`config.mk`:
```
export PLATFORM = sky130hd
export DESIGN_NAME = i2c_baud_gen
export DESIGN_NICKNAME = d
export VERILOG_FILES = /design/src/rtl/i2c_bg_pkg.sv /design/src/rtl/i2c_bg_prescaler.sv /design/src/rtl/i2c_bg_linear.sv /design/src/rtl/i2c_bg_phase.sv /design/src/rtl/i2c_baud_gen.sv
export SDC_FILE = /design/constraint.sdc
export NUM_CORES = 1
export LEC_CHECK = 0
export ABC_AREA = 1
export ABC_CLOCK_PERIOD_IN_PS = 3600
export BUFFER_PORTS_ARGS = -buffer_cell sky130_fd_sc_hd__buf_2
export CORE_MARGIN = 2
export CORE_UTILIZATION = 55
export CTS_BUF_LIST = sky130_fd_sc_hd__clkbuf_2
export DETAILED_ROUTE_END_ITERATION = 10
export PLACE_DENSITY = 0.86
export SKIP_LAST_GASP = 1
export SLEW_MARGIN = 20
export SYNTH_ARGS = -nofsm -noshare
export SYNTH_HDL_FRONTEND = slang
export SYNTH_SLANG_ARGS = --single-unit
```
`constraint.sdc`:
```
create_clock -name clk -period 3.6 [get_ports clk]
set_input_delay 0.72 -clock clk [delete_from_list [all_inputs] [get_ports clk]]
set_output_delay 0.72 -clock clk [all_outputs]
set_load 0.03 [all_outputs]
```
`src/rtl/i2c_bg_pkg.sv`:
```
package i2c_bg_pkg;

  // Clock cycles per prescaler pulse: 2^(n+1) normally, 2^n in the alternate variant.
  function automatic int unsigned bg_pre_len(input int unsigned n, input bit alt);
    return alt ? (32'd1 << n) : (32'd2 << n);
  endfunction

  // Clock cycles per sub-phase for a divisor pair.
  function automatic int unsigned bg_sub_cycles(input int unsigned m, input int unsigned n,
                                                input bit alt);
    return (m + 32'd1) * bg_pre_len(n, alt);
  endfunction

endpackage

```
`src/rtl/i2c_bg_prescaler.sv`:
```
module i2c_bg_prescaler #(
  parameter int N_W = 3,
  parameter bit ALT = 1'b0
) (
  input  logic           clk,
  input  logic           rst_n,
  input  logic           clr_i,
  input  logic           run_i,
  input  logic [N_W-1:0] n_i,
  output logic           hit_o
);
  localparam int CW = (1 << N_W);
  localparam logic [CW:0] ONE = (CW+1)'(1);
  localparam logic [CW:0] TWO = (CW+1)'(2);

  logic [CW:0]   lim;
  logic [CW-1:0] cnt;

  generate
    if (ALT) begin : g_pow_n
      assign lim = ONE << n_i;
    end else begin : g_pow_n1
      assign lim = TWO << n_i;
    end
  endgenerate

  assign hit_o = run_i && ({1'b0, cnt} == (lim - ONE));

  always_ff @(posedge clk or negedge rst_n) begin
    if (!rst_n)                cnt <= '0;
    else if (clr_i || !run_i)  cnt <= '0;
    else if (hit_o)            cnt <= '0;
    else                       cnt <= cnt + 1'b1;
  end
endmodule

```
`src/rtl/i2c_bg_linear.sv`:
```
module i2c_bg_linear #(
  parameter int M_W = 4
) (
  input  logic           clk,
  input  logic           rst_n,
  input  logic           clr_i,
  input  logic           run_i,
  input  logic           step_i,
  input  logic [M_W-1:0] m_i,
  output logic           hit_o
);
  logic [M_W-1:0] cnt;

  assign hit_o = step_i && (cnt == m_i);

  always_ff @(posedge clk or negedge rst_n) begin
    if (!rst_n)                cnt <= '0;
    else if (clr_i || !run_i)  cnt <= '0;
    else if (hit_o)            cnt <= '0;
    else if (step_i)           cnt <= cnt + 1'b1;
  end
endmodule

```
`src/rtl/i2c_bg_phase.sv`:
```
module i2c_bg_phase #(
  parameter int PHASES = 10,
  parameter int PW     = $clog2(PHASES)
) (
  input  logic          clk,
  input  logic          rst_n,
  input  logic          clr_i,
  input  logic          run_i,
  input  logic          adv_i,
  output logic [PW-1:0] phase_o,
  output logic          wrap_o
);
  localparam logic [PW-1:0] LAST = PW'(PHASES - 1);

  assign wrap_o = adv_i && (phase_o == LAST);

  always_ff @(posedge clk or negedge rst_n) begin
    if (!rst_n)                phase_o <= '0;
    else if (clr_i || !run_i)  phase_o <= '0;
    else if (wrap_o)           phase_o <= '0;
    else if (adv_i)            phase_o <= phase_o + 1'b1;
  end
endmodule

```
`src/rtl/i2c_baud_gen.sv`:
```
module i2c_baud_gen #(
  parameter int          M_W        = 4,
  parameter int          N_W        = 3,
  parameter int          REG_W      = 8,
  parameter int          SUBPHASES  = 10,
  parameter logic [6:0]  RESET_BAUD = 7'h44,
  parameter bit          ALT_EXP    = 1'b0
) (
  input  logic                         clk,
  input  logic                         rst_n,
  input  logic                         run_i,
  input  logic                         soft_rst_i,
  input  logic                         baud_we_i,
  input  logic [REG_W-1:0]             baud_wdata_i,
  output logic                         sub_tick_o,
  output logic [$clog2(SUBPHASES)-1:0] phase_o,
  output logic                         scl_o,
  output logic                         sda_go_o,
  output logic                         period_go_o,
  output logic [M_W+N_W-1:0]           baud_o
);
  localparam int BAUD_W = M_W + N_W;
  localparam int PH_W   = $clog2(SUBPHASES);
  localparam int HALF   = SUBPHASES / 2;
  localparam int LEN_W  = M_W + (1 << N_W) + 1;
  localparam logic [PH_W-1:0] HALF_PH = PH_W'(HALF);
  localparam logic [PH_W-1:0] SDA_PH  = PH_W'(HALF + HALF / 2 - 1);
  localparam logic [BAUD_W-1:0] RST_V = BAUD_W'(RESET_BAUD);

  logic [BAUD_W-1:0] baud_q, pend_q;
  logic              pend_v;
  logic              pre_hit_w, sub_tick_w, wrap_w, apply_now_w;
  logic [PH_W-1:0]   phase_w;
  logic [LEN_W-1:0]  sub_len_w;
  logic              unused_wdata_hi;

  assign unused_wdata_hi = ^baud_wdata_i[REG_W-1:BAUD_W];

  // Divider chain: power-of-two prescaler, then the (M+1) counter, then the phase counter.
  i2c_bg_prescaler #(.N_W(N_W), .ALT(ALT_EXP)) u_pre (
    .clk(clk), .rst_n(rst_n), .clr_i(soft_rst_i), .run_i(run_i),
    .n_i(baud_q[N_W-1:0]), .hit_o(pre_hit_w)
  );

  i2c_bg_linear #(.M_W(M_W)) u_lin (
    .clk(clk), .rst_n(rst_n), .clr_i(soft_rst_i), .run_i(run_i),
    .step_i(pre_hit_w), .m_i(baud_q[BAUD_W-1:N_W]), .hit_o(sub_tick_w)
  );

  i2c_bg_phase #(.PHASES(SUBPHASES), .PW(PH_W)) u_ph (
    .clk(clk), .rst_n(rst_n), .clr_i(soft_rst_i), .run_i(run_i),
    .adv_i(sub_tick_w), .phase_o(phase_w), .wrap_o(wrap_w)
  );

  // Setting changes land only where every counter is already zero.
  assign apply_now_w = !run_i || wrap_w;

  always_ff @(posedge clk or negedge rst_n) begin
    if (!rst_n) begin
      baud_q <= RST_V;
      pend_q <= RST_V;
      pend_v <= 1'b0;
    end else if (soft_rst_i) begin
      baud_q <= RST_V;
      pend_q <= RST_V;
      pend_v <= 1'b0;
    end else if (baud_we_i && apply_now_w) begin
      baud_q <= baud_wdata_i[BAUD_W-1:0];
      pend_v <= 1'b0;
    end else if (baud_we_i) begin
      pend_q <= baud_wdata_i[BAUD_W-1:0];
      pend_v <= 1'b1;
    end else if (pend_v && apply_now_w) begin
      baud_q <= pend_q;
      pend_v <= 1'b0;
    end
  end

  // Expected sub-phase length, for the checker.
  assign sub_len_w = LEN_W'(i2c_bg_pkg::bg_sub_cycles(int'(baud_q[BAUD_W-1:N_W]),
                                                      int'(baud_q[N_W-1:0]), ALT_EXP));

  assign sub_tick_o  = sub_tick_w;
  assign phase_o     = phase_w;
  assign scl_o       = (phase_w < HALF_PH);
  assign sda_go_o    = sub_tick_w && (phase_w == SDA_PH);
  assign period_go_o = wrap_w;
  assign baud_o      = baud_q;
endmodule

```
# Yosys cells after proc, flatten, opt, wreduce, memory -nomap -nowiden
# Cells that the tools add are included.
dict set report totals {
  output_inout_bits 15
  elab_cells 53
  register_bits 31
}
dict set report classes {
  n_reduce_logical 16
  shift 1
  n_mux 19
  order_cmp 1
  add_sub_neg 4
  n_eq_ne 6
}
# operator count
set op_table {}
lappend op_table {{$mux 7} 7}
lappend op_table {{$mux 4} 6}
lappend op_table {{$mux 8} 2}
lappend op_table {{$eq 8x9->1} 1}
lappend op_table {{$reduce_bool 3->1} 3}
lappend op_table {{$shl 2x3->9 const A} 1}
lappend op_table {{$sub 9x1->9 const B} 1}
lappend op_table {{$add 4x1->4 const B} 2}
lappend op_table {{$add 8x1->8 const B} 1}
lappend op_table {{$logic_and 1x1->1} 6}
lappend op_table {{$eq 4x3->1 const B} 1}
lappend op_table {{$eq 4x4->1} 1}
lappend op_table {{$eq 4x4->1 const B} 1}
lappend op_table {{$lt 4x3->1 const B} 1}
lappend op_table {{$mux 1} 4}
lappend op_table {{$reduce_and 2->1} 2}
lappend op_table {{$reduce_bool 4->1} 1}
lappend op_table {{$ne 3x2->1 const B} 1}
lappend op_table {{$logic_or 1x1->1} 2}
lappend op_table {{$ne 2x2->1 const B} 1}
lappend op_table {{$reduce_bool 2->1} 1}
lappend op_table {{$logic_not 1->1} 1}

# Depth between registers and ports, before layout
# Gate-level depths: netlist of run 1.
dict set report logic_depth {
  word_depth 12
  ltp_mapped 16
  ltp_nobuf 16
}

# By module
# A second synthesis of run 1 with hierarchy kept.
dict set report unflattened {
  cells_unflattened 274
  hier_area_um2 2015.7
}
# module n_inst area_each_um2 seq_area_each_um2 cells_each
set by_module_without_submodules {}
lappend by_module_without_submodules {i2c_baud_gen 1 777.0 380.4 99}
lappend by_module_without_submodules {i2c_bg_prescaler 1 671.9 200.2 90}
lappend by_module_without_submodules {i2c_bg_linear 1 305.3 100.1 50}
lappend by_module_without_submodules {i2c_bg_phase 1 261.5 100.1 35}

# Least setup slack after synthesis of run 1
# OpenSTA, ideal clock, no wires.
dict set report synth_path {
  kind {register -> output}
  start {register baud_q[1], in the netlist baud_o[1]}
  end {output period_go_o}
  path_slack_ns 0.401
  path_stages_with_launch 13
  n_path_buf 0
  t_required_ns 2.880
  arrival_time_ns 2.479
  cell_sequence {dfrtp_1 nor2_2 nand2_2 ha_1 nand2_1 nand3_1 a21oi_1 nand2_1 nor3_2 nand3b_4 nor2_4 inv_1 nor2_1}
}
dict set report synth_via {
  elab_chain_cells 6
}
# item line
set synth_lines {}
lappend synth_lines {{start, declared} i2c_baud_gen.sv:30} ;# logic [BAUD_W-1:0] baud_q, pend_q;
lappend synth_lines {{start signal, assigned} i2c_baud_gen.sv:68} ;# baud_q <= baud_wdata_i[BAUD_W-1:0];
lappend synth_lines {{start signal, assigned} i2c_baud_gen.sv:74} ;# baud_q <= pend_q;
lappend synth_lines {{$shl 2x3->9} i2c_bg_prescaler.sv:23} ;# assign lim = TWO << n_i;
lappend synth_lines {{$sub 9x1->9} i2c_bg_prescaler.sv:27} ;# assign hit_o = run_i && ({1'b0, cnt} == (lim - ONE));
lappend synth_lines {{$eq 8x9->1} i2c_bg_prescaler.sv:27}
lappend synth_lines {{$logic_and 1x1->1} i2c_bg_prescaler.sv:27}
lappend synth_lines {{$logic_and 1x1->1} i2c_bg_linear.sv:14} ;# assign hit_o = step_i && (cnt == m_i);
lappend synth_lines {{net sub_tick_o} i2c_baud_gen.sv:15} ;# output logic sub_tick_o,
lappend synth_lines {{$logic_and 1x1->1} i2c_bg_phase.sv:15} ;# assign wrap_o = adv_i && (phase_o == LAST);
lappend synth_lines {{end, declared} i2c_baud_gen.sv:19} ;# output logic period_go_o,
# The timed path passes the listed nets, and every way through them passes these cells.

# Worst setup path in the final report of run 1
dict set report layout_path {
  start {register baud_q[1], in the netlist baud_o[1]}
  end {output sda_go_o}
}
dict set report layout_via {
  elab_chain_cells 6
}
# item line
set layout_lines {}
lappend layout_lines {{$shl 2x3->9} i2c_bg_prescaler.sv:23}
lappend layout_lines {{$sub 9x1->9} i2c_bg_prescaler.sv:27}
lappend layout_lines {{$eq 8x9->1} i2c_bg_prescaler.sv:27}
lappend layout_lines {{$logic_and 1x1->1} i2c_bg_prescaler.sv:27}
lappend layout_lines {{$logic_and 1x1->1} i2c_bg_linear.sv:14}
lappend layout_lines {{$logic_and 1x1->1} i2c_baud_gen.sv:86} ;# assign sda_go_o = sub_tick_w && (phase_w == SDA_PH);
lappend layout_lines {{end, declared} i2c_baud_gen.sv:18} ;# output logic sda_go_o,
# Every way passes these cells.

==> results of run 1 <==
## flip-flops by register name (all words and copies together) (netlist names)
name,count
u_pre.cnt,8
baud_o,7
pend_q,7
u_lin.cnt,4
u_ph.phase_o,4
pend_v,1
## placed cells by master (no fill, tap or decap), types with 4 or more instances in the layout
cell	count
xor2_1	4
dfrtp_1	25
nand2_1	67
ha_1	7
nor3_1	7
o21ai_1	9
buf_2	24
nor2_2	10
nor2_1	29
a21oi_1	5
buf_4	6
inv_1	36
nand2_2	5
nand3_1	19
nand3_2	4
dfstp_2	4
clkbuf_2	5
xnor2_1	5
## worst max-delay path: stages, from the launching register on
cell	delay, ps
dfrtp_2	510
nor2_4	150
nand2_2	90
ha_1	310
inv_1	40
nand2_1	70
nand3_1	80
a21oi_2	110
nand2_1	70
nor3_2	250
nand3b_4	140
nor2_4	150
inv_1	60
nor2_1	80
clkbuf_4	190
## stage by stage
stage / hold WS [ps] / setup WS [ps]
2_1_floorplan: 424.4 / 400.8
3_3_place_gp: 474.9 / 677.1
3_5_place_dp: 480.9 / 618.3
4_1_cts: 355.2 / 151.4
5_1_grt: 371.3 / -9.181
6_report: 348.0 / 174.3
## per-layer routing
layer	GRT usage (%)	part of all wire, %	vias to the layer above
met1	26.08	45	829
met3	4.225	3.9	10
met5	0	0	-
met2	36.72	49	33
met4	7.447	2.1	0
li1	-	-	898
## area by class of cell
| class | instances | area, µm² | area share [%] |
|---|---|---|---|
| sequential | 31 | 783.3 | 34.47 |
| multi-input combinational | 192 | 1071 | 47.14 |
| inverter | 38 | 142.6 | 6.278 |
| timing repair buffer | 31 | 172.7 | 7.599 |
| tap | 46 | 57.56 | 2.533 |
| clock inverter | 3 | 20.02 | 0.8811 |
| clock buffer | 5 | 25.02 | 1.101 |
## power groups by stage
| stage | combinational, mW | clock [mW] | sequential [mW] |
|---|---|---|---|
| final | 0.143 | 0.174 | 0.379 |
| after CTS | 0.138 | 0.179 | 0.379 |
| after global placement | 0.133 | 0 | 0.384 |
| after floorplan | 0.0893 | 0 | 0.394 |
| after global routing | 0.159 | 0.201 | 0.381 |
| after detailed placement | 0.137 | 0 | 0.385 |
## logic make-up (layout without fill, tap and decap cells)
kind of cell | count (synthesis) | after routing | synth area share, %
xor gates and xnor gates | 9 | 9 | 3.940
buffers and inverters | 40 | 77 | 7.880
and+or+nand+nor | 156 | 156 | 39.34
DFF | 31 | 31 | 39.02
adders and majority gates | 7 | 7 | 4.378
AOI/OAI and AO/OA | 20 | 20 | 5.441
## repair_timing
action | CTS | global route
gates resized for setup | 0 | 7
endpoints found under the setup margin | 0 | 2
endpoints found under the hold margin | 0 | 0
buffers inserted | 0 | 5
## how the worst max path moves through the flow
stage / from / to / slack (ps) / depth (start not counted)
final: baud_o[1] / sda_go_o / 170 / 14
after global routing: baud_o[1] / period_go_o / -9 / 13
after CTS: baud_o[1] / period_go_o / 150 / 14
after detailed placement: baud_o[1] / period_go_o / 620 / 14
after global placement: baud_o[1] / period_go_o / 680 / 13
after floorplan: baud_o[1] / period_go_o / 400 / 12
==> impl_metrics.tcl, run 1 <==
set metrics [dict create \
    stdcell_area_mm2 0.002272 \
    nets 319 \
    status "complete, no violations" \
    cp.arrival_ps 2710 \
    p_sw_share_pct 34.13 \
    seqPwrFrac_pct 54.4 \
    switchingPower_uw 237.6 \
    synthesis.area_per_instance_um2 7.607 \
    path_class "register to output port" \
    cts_sinks 31 \
    drive_above_1_share_pct 27.00 \
    required_ps 2880 \
    reg2reg_to "u_ph.phase_o[1]" \
    ys_ff_latch 31 \
    synth_area_mm2 0.002001 \
    antenna_found_initial 0 \
    syn_nets 283 \
    die_y_um 64.31 \
    crit_path_start_kind "register" \
    clk_pin_slew_ps 170 \
    final_util_pct 66.52 \
    yosysWarningCount 0 \
    setup_tns_ps 0 \
    internal-power_uw 458.6 \
    hold_buffers 0 \
    max-cap-violations 0 \
    routed_via_density 5.116 \
    grt_pass1_wl_um 6858 \
    clock_skew_ps 11.44 \
    synth.most_common_cell "nand2_1" \
    cts-root-buf "clkbuf_2" \
    fin_crit_ps 3426 \
    wl_um 4014 \
    dp_hpwl_um 2991 \
    core_mm2 0.003416 \
    finalCritPeriodShare_pct 95.16 \
    r2r_start "baud_o[1]" \
    drt_iter0_drc 116 \
    worstPathMaxFanout 7 \
    r2r_setup_slack_ps 1180 \
    power.total_uw 696.1 \
    syn_inst 263 \
    worstMarginPinSlew_ps 681.4 \
    power.leakage_nw 1.181 \
    combPwrFrac_pct 20.5 \
    place_congestion 0.8868 \
    io_buffers 26 \
    power_density_mw_per_mm2 306.4 \
    grt_use_total_pct 21.15 \
    grt_pass1_vias 1612 \
    async_reset_ff_share_pct 100.0 \
    fin_cells 346 \
    num_antenna_cells 0 \
    worstSkewPairLatency_ps 380 \
    slew_violations 0 \
    ir_worst_vdd_mv 0.2487 \
    grt.overflow.total 0 \
    hold_class "primary input to asynchronous set/reset pin" \
    ios 28 \
    synthTopCellsByArea "dfrtp_1 (34%), nand2_1 (13%), inv_1 (6.8%)" \
    dominantRegCellSynth "dfrtp_1" \
    power.share.clock_pct 25.1 \
    die_area_mm2 0.004136 \
    max_freq_ghz 0.2919 \
    setup_violations 0 \
    initial_core_util_pct 58.57 \
    synthTopCellsByCount "nand2_1 (67), inv_1 (36), nor2_1 (29)" \
    synth.distinct_cells 30 \
    yosysTopAreaCellShare_pct 33.77 \
    drc 0 \
    avgRoutedWirePerCell_um 11.60 \
    critPathCaptureType "output port" \
    post_dp_cell_area_mm2 0.002173 \
    reg2regPathDepth 15 \
    drtAntennaViolNets 0 \
    synth_area_leader_cell "dfrtp_1" \
    die_x_um 64.31 \
    vias 1770 \
    yosysSeqAreaShare_pct 39.02 \
    firstDrtPassIters 4 \
    numCtsBuffers 5 \
    cts_buffer_depth 2 \
    htreeDepth 2 \
    grt_max_degree 32 \
    finalHoldViolCount 0 \
    rows 21 \
    syn_to_final_growth_pct 13.57 \
    synth_edf_count 0 \
    nFillCells 296 \
    tritoncts "built" \
    slew_headroom_pct 54.58 \
    post-place-cells 333 \
]
Note: power is estimated with default switching activity, not from simulation.
==> inputs of run 2 (changes only) <==
--- a/config.mk
+++ b/config.mk
@@ -12,9 +12,10 @@
 export CORE_UTILIZATION = 55
 export CTS_BUF_LIST = sky130_fd_sc_hd__clkbuf_2
 export DETAILED_ROUTE_END_ITERATION = 10
-export PLACE_DENSITY = 0.86
+export PLACE_DENSITY_LB_ADDON = 0.15
 export SKIP_LAST_GASP = 1
 export SLEW_MARGIN = 20
 export SYNTH_ARGS = -nofsm -noshare
 export SYNTH_HDL_FRONTEND = slang
+export SYNTH_HIERARCHICAL = 1
 export SYNTH_SLANG_ARGS = --single-unit
==> impl_metrics.tcl, run 2 <==
set metrics [dict create \
    critPathLaunch "baud_o[2]" \
    nets 331 \
    grt_pass1_vias 1702 \
    syn_nets 292 \
    drtAntennaViolNets 0 \
    initial_core_util_pct 59.01 \
    rows 21 \
    synth_area_leader_cell "dfrtp_1" \
    path_class "register to output port" \
    cts-root-buf "clkbuf_2" \
    setup_violations 0 \
    grt_max_degree 32 \
    post_dp_cell_area_mm2 0.002207 \
    clk_pin_slew_ps 170 \
    synth_area_mm2 0.002016 \
    slew_violations 0 \
    io_buffers 26 \
    cp.arrival_ps 2630 \
    r2r_setup_slack_ps 780 \
    synthTopCellsByCount "nand2_1 (87), inv_1 (38), nand3_1 (29)" \
    path_cells "inv_4 -> nand3_1 -> ha_2 -> nand2_1 -> nand3_1 -> nor2_1 -> nand2_1 -> nor2_4 -> nand3_4 -> inv_4 -> nand3_2 -> inv_4 -> nand2_1 -> nor3_2 -> buf_4" \
    status "complete, no violations" \
    fin_cells 360 \
    synth_compound_area_share_pct 2.980 \
    finalHoldViolCount 0 \
    yosysWarningCount 6 \
    htreeDepth 2 \
    cts_buffer_depth 2 \
    setup_tns_ps 0 \
    syn_inst 274 \
    syn_to_final_growth_pct 14.46 \
    final_cell_mix "nand2_1 (87), inv_1 (35), nand3_1 (28), dfrtp_1 (27), buf_2 (25)" \
    post-place-cells 346 \
    crit_path_start_kind "register" \
    routed_via_density 4.967 \
    die_area_mm2 0.004165 \
    synth_fa_ha_area_share_pct 3.104 \
    reg2reg_to "baud_o[1]" \
    grt_use_total_pct 22.48 \
    setup.worst_path.end "sda_go_o" \
    dominantRegCellSynth "dfrtp_1" \
    core_mm2 0.003416 \
    largest_reg_flops 8 \
    max_freq_ghz 0.2981 \
    num_antenna_cells 0 \
    avgRoutedWirePerCell_um 11.29 \
    fin_crit_ps 3355 \
    whs_ps 356.2 \
    antenna_found_initial 0 \
    yosysTopAreaCellShare_pct 33.52 \
    worstPathMaxFanout 6 \
    dp_hpwl_um 2920 \
    slew_headroom_pct 54.24 \
    drive_above_1_share_pct 26.75 \
    power_density_mw_per_mm2 295.3 \
    synth_top_family_by_area "simple AND/OR/NAND/NOR gates" \
    required_ps 2880 \
    synth-simple-area-share_pct 42.09 \
    crit_slowest_cell "dfstp_2" \
    firstDrtPassIters 4 \
    worstMarginPinSlew_ps 686.4 \
    hold_buffers 0 \
    synth_edf_count 0 \
    wl_um 4064 \
    grt_pass1_wl_um 7300 \
    synthTopCellsByArea "dfrtp_1 (34%), nand2_1 (16%), nand3_1 (7.2%)" \
    synth.distinct_cells 26 \
    synthXorXnorAreaFrac_pct 3.911 \
    reg2regPathDepth 21 \
    tritoncts "built" \
    r2r_start "baud_o[2]" \
    clock_skew_ps 22.34 \
    synthMuxAreaShare_pct 0 \
    final_common_cell "nand2_1" \
    yosysSeqAreaShare_pct 38.73 \
    ios 28 \
    synth.most_common_cell "nand2_1" \
    drc 0 \
    power.leakage_nw 1.189 \
    ys_ff_latch 31 \
    die_y_um 64.54 \
    grt.overflow.total 0 \
    finalCritPeriodShare_pct 93.19 \
    numCtsBuffers 5 \
    synthesis.area_per_instance_um2 7.357 \
    place_congestion 0.8040 \
    worstSkewPairLatency_ps 380 \
    stdcell_area_mm2 0.002307 \
    vias 1788 \
    async_reset_ff_share_pct 100.0 \
    drt_iter0_drc 114 \
    die_x_um 64.54 \
    grt_setup_unrepaired "false" \
    critPathCaptureType "output port" \
    cp_slowest_stage_delay_ps 590 \
    regMostFlops "u_pre/cnt" \
    ir_worst_vdd_mv 0.2279 \
    max-cap-violations 0 \
    cts_sinks 31 \
    hold_class "primary input to asynchronous set/reset pin" \
    power.total_uw 681.4 \
]
## run 2: changes by cell type in the layout (fill, tap and decap cells not counted), sizes merged, moves of 5 or more
cell,previous run,this run
nand3,24,35
nand2,75,92
a21oi,8,0
nand4,2,9
inv,38,43
nor2,42,32
## run 2: repair_timing
action,CTS,global route
endpoints found under the setup margin,2,3
setup buffers,1,5
pin swaps,0,0
gates resized for setup,3,5
## run 2: area by class of cell
class	instances	area, µm²
repair buffers	34	192.7
flip-flops and latches	31	780.7
well taps	46	57.56
multi-input cells	197	1062
clock buffers	7	35.03
fillers	322	1109
clock inverters	1	5.005
inverters	44	173.9
## run 2: logic make-up after synthesis
group           Yosys count
compound gates            9
xor+xnor                  9
fa+ha+maj                 5
flops                    31
buf+inv                  46
simple gates            174
## run 2: how the worst min path moves through the flow
stage / endpoint / start / slack (ps) / depth (start not counted)
after floorplan: baud_o[0] / rst_n / 420 / 0
after global placement: u_pre/cnt[0] / u_pre/cnt[0] / 480 / 1
after detailed placement: u_pre/cnt[0] / u_pre/cnt[0] / 490 / 1
after CTS: baud_o[4] / rst_n / 370 / 1
after global routing: u_pre/cnt[0] / rst_n / 390 / 1
final: pend_q[0] / rst_n / 360 / 1
## run 2: layer usage
layer | up-vias | part of all wire (%) | global-route usage [%]
met2 | 26 | 47 | 35.55
met4 | 0 | 1.5 | 8.777
li1 | 936 | - | -
met3 | 5 | 3.7 | 6.076
met5 | - | 0 | 0
met1 | 821 | 48 | 29.46
## run 2: metrics by stage
| stage | setup slack [ps] | utilization (%) |
|---|---|---|
| finish | 245.1 | 67.55 |
| floorplan | 62.69 | - |
| CTS | 23.07 | 66.08 |
| global placement | 292.7 | 64.62 |
| detailed placement | 242.4 | 64.62 |
| global route | 5.693 | 67.55 |
## run 2: where the power goes
part / switching, mW / internal (mW)
logic: 0.0915 / 0.0448
registers: 0.00805 / 0.361
clock network: 0.123 / 0.0530
total: 0.222 / 0.459
## run 2: critical path, delay by kind of cell, from the launching register on
| family | cells | cell delay [ps] |
|---|---|---|
| DFF | 1 | 590 |
| adders and majority gates | 1 | 270 |
| buffers and inverters | 4 | 450 |
| and+or+nand+nor | 10 | 970 |
